--- config.mk ---
export PLATFORM = sky130hd
export DESIGN_NAME = desc_chain_walker
export DESIGN_NICKNAME = d
export VERILOG_FILES = /design/src/rtl/desc_chain_walker.sv
export SDC_FILE = /design/constraint.sdc
export NUM_CORES = 1
export LEC_CHECK = 0
export BUFFER_PORTS_ARGS = -buffer_cell sky130_fd_sc_hd__buf_2
export CORE_MARGIN = 1
export CORE_UTILIZATION = 53
export CTS_CLUSTER_SIZE = 14
export DETAILED_ROUTE_END_ITERATION = 10
export HOLD_SLACK_MARGIN = 0.15
export PLACE_DENSITY = 0.76
export SETUP_SLACK_MARGIN = 0.4
export SYNTH_ARGS = -nofsm -noshare
export SYNTH_HDL_FRONTEND = slang
export SYNTH_SLANG_ARGS = --single-unit
--- constraint.sdc ---
create_clock -name clk -period 3.8 [get_ports clk]
set_input_delay 0.19 -clock clk [delete_from_list [all_inputs] [get_ports clk]]
set_output_delay 0.19 -clock clk [all_outputs]
set_load 0.05 [all_outputs]
--- src/rtl/desc_chain_walker.sv ---
module desc_chain_walker #(
  parameter int SLOT_W   = 5,
  parameter int MAX_XFER = 8
) (
  input  logic              clk,
  input  logic              rst_n,
  input  logic              start,
  input  logic [SLOT_W-1:0] slot,
  input  logic [63:0]       table_base,
  input  logic              cfg_wide_task,
  input  logic              cfg_addr64,
  input  logic              cfg_short_xfer,
  output logic              rd_req,
  output logic [63:0]       rd_addr,
  input  logic              rd_rsp_valid,
  input  logic [31:0]       rd_rsp_data,
  output logic              xfer_valid,
  output logic [63:0]       xfer_addr,
  output logic [15:0]       xfer_len,
  output logic              done,
  output logic              err,
  output logic              busy
);
  localparam int CNT_W = $clog2(MAX_XFER + 1);
  localparam logic [CNT_W-1:0] LAST = CNT_W'(MAX_XFER - 1);
  localparam logic [2:0] ACT_TASK = 3'd5;
  localparam logic [2:0] ACT_XFER = 3'd4;
  localparam logic [2:0] ACT_LINK = 3'd6;

  typedef enum logic [2:0] {
    S_IDLE, S_TASK, S_LINK0, S_LINK_LO, S_LINK_HI, S_XF0, S_XF_LO, S_XF_HI
  } state_t;

  state_t           state;
  logic             pend, wide_q, a64_q, short_q, end_q;
  logic [63:0]      ptr;
  logic [31:0]      lo_q;
  logic [15:0]      len_q;
  logic [CNT_W-1:0] cnt;

  logic        rsp, d_vld, d_end, emit;
  logic [2:0]  d_act;
  logic [63:0] task_len, xstride, slot_stride, offset, emit_addr;
  logic        unused_bits;

  assign rsp         = rd_rsp_valid && pend;
  assign d_vld       = rd_rsp_data[0];
  assign d_end       = rd_rsp_data[1];
  assign d_act       = rd_rsp_data[5:3];
  assign unused_bits = ^{rd_rsp_data[15:6], rd_rsp_data[2]};

  assign task_len    = wide_q ? 64'd16 : 64'd8;
  assign xstride     = !a64_q ? 64'd8 : (short_q ? 64'd12 : 64'd16);
  assign slot_stride = (cfg_wide_task ? 64'd16 : 64'd8) + (cfg_addr64 ? 64'd16 : 64'd8);

  always_comb begin
    case (state)
      S_LINK_LO, S_XF_LO: offset = 64'd4;
      S_LINK_HI, S_XF_HI: offset = 64'd8;
      default:            offset = 64'd0;
    endcase
  end

  assign busy      = (state != S_IDLE);
  assign rd_req    = busy && !pend;
  assign rd_addr   = ptr + offset;
  assign emit      = rsp && (state == S_XF_HI || (state == S_XF_LO && !a64_q));
  assign emit_addr = (state == S_XF_HI) ? {rd_rsp_data, lo_q} : {32'd0, rd_rsp_data};

  always_ff @(posedge clk or negedge rst_n) begin
    if (!rst_n) begin
      state <= S_IDLE;  pend <= 1'b0;
      wide_q <= 1'b0;   a64_q <= 1'b0;  short_q <= 1'b0;  end_q <= 1'b0;
      ptr <= '0;  lo_q <= '0;  len_q <= '0;  cnt <= '0;
      xfer_valid <= 1'b0;  xfer_addr <= '0;  xfer_len <= '0;
      done <= 1'b0;  err <= 1'b0;
    end else begin
      done <= 1'b0;  err <= 1'b0;  xfer_valid <= 1'b0;
      if (rd_req) pend <= 1'b1;
      else if (rsp) pend <= 1'b0;

      if (state == S_IDLE) begin
        if (start) begin
          wide_q  <= cfg_wide_task;
          a64_q   <= cfg_addr64;
          short_q <= cfg_short_xfer;
          ptr     <= table_base + 64'(slot) * slot_stride;
          cnt     <= '0;
          state   <= S_TASK;
        end
      end else if (emit) begin
        xfer_valid <= 1'b1;
        xfer_addr  <= emit_addr;
        xfer_len   <= len_q;
        if (end_q) begin
          state <= S_IDLE;  done <= 1'b1;
        end else if (cnt == LAST) begin
          state <= S_IDLE;  done <= 1'b1;  err <= 1'b1;
        end else begin
          cnt   <= cnt + 1'b1;
          ptr   <= ptr + xstride;
          state <= S_XF0;
        end
      end else if (rsp) begin
        case (state)
          S_TASK:
            if (d_vld && d_act == ACT_TASK) begin
              ptr <= ptr + task_len;  state <= S_LINK0;
            end else begin
              state <= S_IDLE;  done <= 1'b1;  err <= 1'b1;
            end
          S_LINK0:
            if (d_vld && d_act == ACT_LINK && !d_end) state <= S_LINK_LO;
            else begin
              state <= S_IDLE;  done <= 1'b1;  err <= d_vld || !d_end;
            end
          S_LINK_LO: begin
            lo_q <= rd_rsp_data;
            if (a64_q) state <= S_LINK_HI;
            else begin
              ptr <= {32'd0, rd_rsp_data};  state <= S_XF0;
            end
          end
          S_LINK_HI: begin
            ptr <= {rd_rsp_data, lo_q};  state <= S_XF0;
          end
          S_XF0:
            if (d_vld && d_act == ACT_XFER) begin
              len_q <= rd_rsp_data[31:16];  end_q <= d_end;  state <= S_XF_LO;
            end else begin
              state <= S_IDLE;  done <= 1'b1;  err <= 1'b1;
            end
          S_XF_LO: begin
            lo_q <= rd_rsp_data;  state <= S_XF_HI;
          end
          default: state <= S_IDLE;
        endcase
      end
    end
  end

  assert_reset_quiet_R1: assert property (@(posedge clk) !rst_n |=> !busy && !done && !xfer_valid);
  assert_single_request_R12: assert property (@(posedge clk) disable iff (!rst_n) rd_req |=> !rd_req);
  assert_response_expected_R12: assert property (@(posedge clk) disable iff (!rst_n) rd_rsp_valid |-> pend);
  assert_err_with_done_R8: assert property (@(posedge clk) disable iff (!rst_n) err |-> done);
  assert_done_returns_idle_R7: assert property (@(posedge clk) disable iff (!rst_n) done |-> !busy);
  assert_count_bound_R9: assert property (@(posedge clk) disable iff (!rst_n) cnt <= LAST);
  assert_upper_zero_R11: assert property (@(posedge clk) disable iff (!rst_n)
    xfer_valid && !a64_q |-> xfer_addr[63:32] == 32'd0);
endmodule

# After elaboration in Yosys (flattened, before gate mapping)
# Index checks and enable logic that the tools add are counted.
# op_classes
multipliers,1
add_sub_neg,6
muxes,51
n_eq_ne,18
bitwise_logic,2
reduce_logical,28
# op_table
cell,count
64-bit two-way mux,9
64-bit one-hot mux with 3 select lines,1
64-bit by 5-bit adder with 64-bit output,2
64-bit by 11-bit adder with 64-bit output,1
64-bit adder,1
5-bit two-way mux,5
3-bit equality test (second input constant),7
3-bit two-way mux,7
4-bit two-way mux,5
1-bit two-way mux,18
3-bit one-hot mux with 6 select lines,1
5-bit by 6-bit multiplier with 11-bit output,1
1-bit logical AND,8
4-bit inequality test (second input constant),2
4-bit one-hot mux with 2 select lines,1
4-bit AND reduction,2
7-bit AND reduction,1
5-bit by 5-bit adder with 6-bit output,1
3-bit by 2-bit equality test with 1-bit output (second input constant),2
1-bit one-hot mux with 3 select lines,2
2-bit AND reduction,3
3-bit nonzero test,2
5-bit AND reduction,1
5-bit nonzero test,1
14 further kinds,22
# totals
register_bits,207
input_bits,108
elab_cells,121
output_inout_bits,149

# Logic depth before layout (Yosys ltp)
# depth
word_depth,8
ltp_mapped,16
depth_no_buf,15

# Worst setup path after synthesis
# No wires, ideal clock.
# synth_path
kind,reg-to-output
startpoint,register state[0]
endpoint,output port rd_addr[44]
path_slack_ns,-0.584
n_path_buf,6
required_time_ns,3.610
stages_incl_launch_ff,17
arrival_ns,4.194
path_cell_list,dfrtp_1 > clkbuf_1 > buf_2 > nor3b_1 > buf_2 > buf_2 > buf_1 > a21oi_1 > fa_1 > nor2b_1 > and3_1 > clkbuf_1 > nand2_1 > nor2_1 > nand2_1 > nor2_1 > xor2_1
# synth_via
elab_chain_cells,4
elab_cells_between_ends,8
classes_between,add/sub (1); eq/ne (4); mux (1); reduce/logical (2)
# synth_rtl
item,line,text
from (decl),34,state_t state;
from (signal assigned),72,state <= S_IDLE; pend <= 1'b0;
from (signal assigned),89,state <= S_TASK;
from (signal assigned),96,state <= S_IDLE; done <= 1'b1;
3-bit equality test or 3-bit by 2-bit equality test with 1-bit output (tied branches),57,case (state)
"2-bit OR reduction, on equally long branches",--,
4-bit one-hot mux with 2 select lines *,57,
64-bit adder *,66,assign rd_addr = ptr + offset;
to (decl),14,"output logic [63:0] rd_addr,"
# Every way passes the cells marked *; elsewhere a longest branch is shown, timed or not.

# Final worst setup path
# layout_path
startpoint,input port cfg_addr64
endpoint,register ptr[49]
# layout_via
elab_chain_cells,6
# layout_rtl
item,line,text
from (decl),11,"input logic cfg_addr64,"
5-bit two-way mux,54,assign slot_stride = (cfg_wide_task ? 64'd16 : 64'd8) + (cfg_addr64 ? 64'd16 : 64'd8);
5-bit by 5-bit adder with 6-bit output,54,
5-bit by 6-bit multiplier with 11-bit output,87,ptr <= table_base + 64'(slot) * slot_stride;
64-bit by 11-bit adder with 64-bit output,87,
64-bit two-way mux,83,if (start) begin
64-bit two-way mux,82,if (state == S_IDLE) begin
to (signal assigned),87,
to (signal assigned),101,ptr <= ptr + xstride;
to (decl),36,logic [63:0] ptr;
# No other way between the ends. The select of a mux whose other input is x is not followed.
# A chain may end at the register's enable or synchronous reset.

==> impl_metrics.prom <==
# TYPE chip_impl_metric gauge
chip_impl_metric{name="cts_made_buffers",unit=""} 24
chip_impl_info{name="worstSetupStartpointType",value="input pin"} 1
chip_impl_info{name="final_common_cell",value="sky130_fd_sc_hd__buf_2"} 1
chip_impl_metric{name="period_minus_slack",unit="ns"} 3.52
chip_impl_info{name="worst_path_max_delay_cell",value="sky130_fd_sc_hd__fa_1"} 1
chip_impl_metric{name="drt_iter0_markers",unit=""} 2616
chip_impl_info{name="top_layer_used",value="met4"} 1
chip_impl_metric{name="final_area",unit="um2"} 21200
chip_impl_metric{name="yosysWarnings",unit=""} 0
chip_impl_metric{name="vdd.ir_drop.worst",unit="uV"} 522
chip_impl_metric{name="area_growth_synth_to_finish",unit="%"} 36.1
chip_impl_metric{name="cts.clk_slew.worst_paths",unit="ns"} 0.06
chip_impl_info{name="worst_r2r_startpoint",value="state[2]"} 1
chip_impl_metric{name="buffer_ports.inserted",unit=""} 256
chip_impl_info{name="ys_top_cells_by_area",value="sky130_fd_sc_hd__dfrtp_1 (33%), sky130_fd_sc_hd__nand2_1 (5.5%), sky130_fd_sc_hd__xnor2_1 (5.2%)"} 1
chip_impl_metric{name="route.detailed.vias_per_inst",unit=""} 6.64
chip_impl_info{name="reg2reg_to",value="ptr[6]"} 1
chip_impl_metric{name="netlist.area_leader.share",unit="%"} 33.2
chip_impl_info{name="crit_chain",value="buf_8 > ha_4 > nand2_4 > fa_1 > fa_1 > fa_1 > inv_2 > ha_4 > nor2b_4 > o31ai_4 > buf_12 > a2111oi_4 > buf_6 > nand4_1 > xnor2_1 > a221o_1"} 1
chip_impl_metric{name="synth.lib_cells_used.distinct",unit=""} 80
chip_impl_metric{name="timing.critical_path.arrival",unit="ns"} 3.92
chip_impl_metric{name="async_reset_ff_share",unit="%"} 100
chip_impl_metric{name="die_h",unit="um"} 174
chip_impl_metric{name="reg2reg_setup_slack",unit="ns"} 0.48
chip_impl_metric{name="report.power.total",unit="mW"} 17.6
chip_impl_metric{name="via_count",unit=""} 17311
chip_impl_info{name="setup_repair_after_global_routing_missed_its_margin",value="yes"} 1
chip_impl_metric{name="drtAntennaViolNets",unit=""} 0
chip_impl_metric{name="ys_seq_area_share",unit="%"} 33.2
chip_impl_metric{name="worst_ep_required_time",unit="ns"} 4.20
chip_impl_metric{name="finalHoldViolCount",unit=""} 0
chip_impl_metric{name="detailedPlacementHpwl",unit="um"} 46400
chip_impl_metric{name="die_width",unit="um"} 174
chip_impl_metric{name="drcViolationCount",unit=""} 0
chip_impl_metric{name="timing.hold.worst_path_depth",unit=""} 4
chip_impl_info{name="path_class",value="input pin to register"} 1
chip_impl_metric{name="grt_max_degree",unit=""} 119
chip_impl_info{name="holdPathEnd",value="ptr[26]"} 1
chip_impl_metric{name="dpl-instance-area",unit="um2"} 18500
chip_impl_metric{name="synthesis.area",unit="um2"} 15600
chip_impl_info{name="run_status",value="finished, final reports clean"} 1
chip_impl_metric{name="postSynthAreaPerCell",unit="um2"} 8.42
chip_impl_metric{name="finalNetCount",unit=""} 2353
chip_impl_metric{name="drt-total-wl",unit="um"} 66500
chip_impl_metric{name="grt_antenna_before_repair",unit=""} 0
chip_impl_metric{name="drive_above_1_share",unit="%"} 31.2
chip_impl_metric{name="worst_setup_skew_after_layout",unit="ns"} 0.0124
chip_impl_info{name="cts_tree",value="yes"} 1
chip_impl_info{name="most_frequent_cells_in_the_layout",value="sky130_fd_sc_hd__buf_2 (214), sky130_fd_sc_hd__nand2_1 (213), sky130_fd_sc_hd__dfrtp_1 (203)"} 1
chip_impl_metric{name="boundaryPins",unit=""} 257
chip_impl_info{name="clockRootBuffer",value="sky130_fd_sc_hd__clkbuf_16"} 1
chip_impl_metric{name="synth_enable_flop_cells",unit=""} 0
chip_impl_metric{name="setup_viol_count_final",unit=""} 0
chip_impl_metric{name="timing.slew.headroom",unit="%"} 34.2
chip_impl_info{name="hold_path.startpoint",value="table_base[26]"} 1
chip_impl_metric{name="post_synthesis_instance_total",unit=""} 1853
chip_impl_info{name="timing.critical_path.mode_cell",value="sky130_fd_sc_hd__fa_1"} 1
chip_impl_metric{name="route.met2.wl",unit="um"} 28500
chip_impl_metric{name="grt_pass1_vias",unit=""} 16417
chip_impl_metric{name="wl_per_cell",unit="um"} 25.5
chip_impl_metric{name="cts_htree_levels",unit=""} 1
chip_impl_metric{name="total_leakage_power",unit="nW"} 9.30
chip_impl_metric{name="fmaxAchievable",unit="MHz"} 284
chip_impl_metric{name="placeableCoreArea",unit="um2"} 28900
chip_impl_metric{name="initial_utilization",unit="%"} 54.1
chip_impl_metric{name="die_area",unit="um2"} 30100
chip_impl_metric{name="row_count",unit=""} 62
chip_impl_metric{name="worst_r2r_path_depth",unit=""} 9
chip_impl_metric{name="ys_ff_latch",unit=""} 207
chip_impl_metric{name="worst_pin_slew",unit="ns"} 0.987
chip_impl_info{name="worstSetupEndpointType",value="register"} 1
chip_impl_metric{name="globalRouteOverflowTotal",unit=""} 0
chip_impl_metric{name="min_period_over_period",unit="%"} 92.5
chip_impl_metric{name="drt-met1-wl",unit="um"} 26100
chip_impl_metric{name="power_per_cell_area",unit="nW/um2"} 831
chip_impl_info{name="synth_area_leader_cell",value="sky130_fd_sc_hd__dfrtp_1"} 1
chip_impl_metric{name="wire_length_of_the_first_global_routing_pass",unit="um"} 99000
chip_impl_info{name="hold_path_class",value="input pin to register"} 1
chip_impl_metric{name="cts_sinks",unit=""} 207
chip_impl_metric{name="worstPathMaxFanout",unit=""} 5
chip_impl_metric{name="cap_violations",unit=""} 0
chip_impl_metric{name="cp_slowest_stage_delay",unit="ns"} 0.53
chip_impl_metric{name="syn-num-nets",unit=""} 2001
chip_impl_metric{name="drtPass1Iterations",unit=""} 6
chip_impl_metric{name="cts.path.max_buffers",unit=""} 3
chip_impl_metric{name="gp_congestion",unit=""} 1.02
chip_impl_metric{name="global_route.usage.total",unit="%"} 42.7
chip_impl_info{name="ys.flop_type",value="sky130_fd_sc_hd__dfrtp_1"} 1
chip_impl_metric{name="met3_length",unit="um"} 8080
chip_impl_info{name="worstSetupStartpoint",value="cfg_addr64"} 1
chip_impl_metric{name="final.hold.worst_slack",unit="ns"} 0.164
chip_impl_metric{name="slew_violations",unit=""} 0
chip_impl_metric{name="clock_insertion_delay_worst_skew",unit="ns"} 0.53
repair_timing:
action,in CTS,in global routing
setup endpoints to repair,93,97
hold buffers,70,0
gates resized for setup,114,97
gates cloned,0,2
buffers inserted,17,13
pin swaps,28,43
endpoints found under the hold margin,253,0
per-stage QoR:
| stage | instances | worst slack (ns) | util, % | setup TNS (ns) |
|---|---|---|---|---|
| CTS | 2590 | 0.237 | 71.3 | 0 |
| global placement | 2461 | -0.218 | 64.1 | -5.29 |
| floorplan | 1853 | 0.177 | - | 0 |
| finish | 2606 | 0.285 | 73.6 | 0 |
| global route | 2605 | 0.183 | 73.5 | 0 |
| detailed placement | 2461 | -0.269 | 64.1 | -8.72 |
how the worst max path moves through the flow:
| stage | end | slack (ns) | cells after the start |
|---|---|---|---|
| final | ptr[49] | 0.28 | 16 |
| after global routing | ptr[49] | 0.18 | 16 |
| after CTS | rd_addr[40] | 0.24 | 15 |
| after detailed placement | ptr[49] | -0.27 | 16 |
| after global placement | ptr[23] | -0.22 | 15 |
| after floorplan | ptr[41] | 0.18 | 15 |
registers in the layout (all words and copies together), names as in the netlist:
register    flops
a64_q           1
cnt             4
done            1
end_q           1
err             1
len_q          16
lo_q           32
pend            1
ptr            64
short_q         1
state           3
wide_q          1
xfer_addr      64
xfer_len       16
xfer_valid      1
power by group:
part,leakage (nW),internal [mW],total [mW],switching (mW)
sequential,2.60,3.16,4.54,1.39
combinational,6.30,3.57,10.6,7.00
clock,0.403,1.55,2.53,0.981
total,9.30,8.28,17.6,9.37
synthesized netlist by cell type, drive strengths merged, types with 14 or more instances:
cell and count:
mux2i 37, inv 38, nor3 46, a21oi 87
nand2 229, nor4 28, nand4 85, a22o 33
clkbuf 81, o22ai 17, xor2 75, dfrtp 207
nand3 71, buf 79, nor2 136, a22oi 21
mux2 51, xnor2 93, o21ai 128, and3 18
a221oi 43, and4 16, and2 24, ha 28
o211ai 14
area by class of cell:
| cell class | count | area, um2 |
|---|---|---|
| clock inverter | 9 | 159 |
| inverter | 38 | 143 |
| antenna | 1 | 2.50 |
| clock buffer | 33 | 696 |
| multi-input combinational | 1449 | 11000 |
| sequential | 207 | 5180 |
| fill | 2127 | 7630 |
| tap | 384 | 480 |
| timing repair buffer | 485 | 3580 |
worst max-delay path, delay by kind of cell:
family,cells,cell delay (ns)
buffers and inverters,4,0.49
adder cells (fa/ha/maj),5,2.00
AND/OR/NAND/NOR,3,0.34
AO/OA/AOI/OAI,3,0.72
XOR/XNOR,1,0.17
per-layer routing:
metal  up-vias  track usage, %
li1       7438               -
met1      8368            59.2
met2      1281            63.6
met3       224            8.57
met4         0            21.7
met5         -               0
kinds of logic after synthesis:
family	Yosys count	synth area share, %
compound gates	451	19.4
xor+xnor	168	9.43
fa+ha+maj	40	3.79
buf+inv	198	5.40
flops	207	33.2
mux	88	6.06
simple gates	701	22.7
No activity file was read; power rests on OpenSTA's default activity.
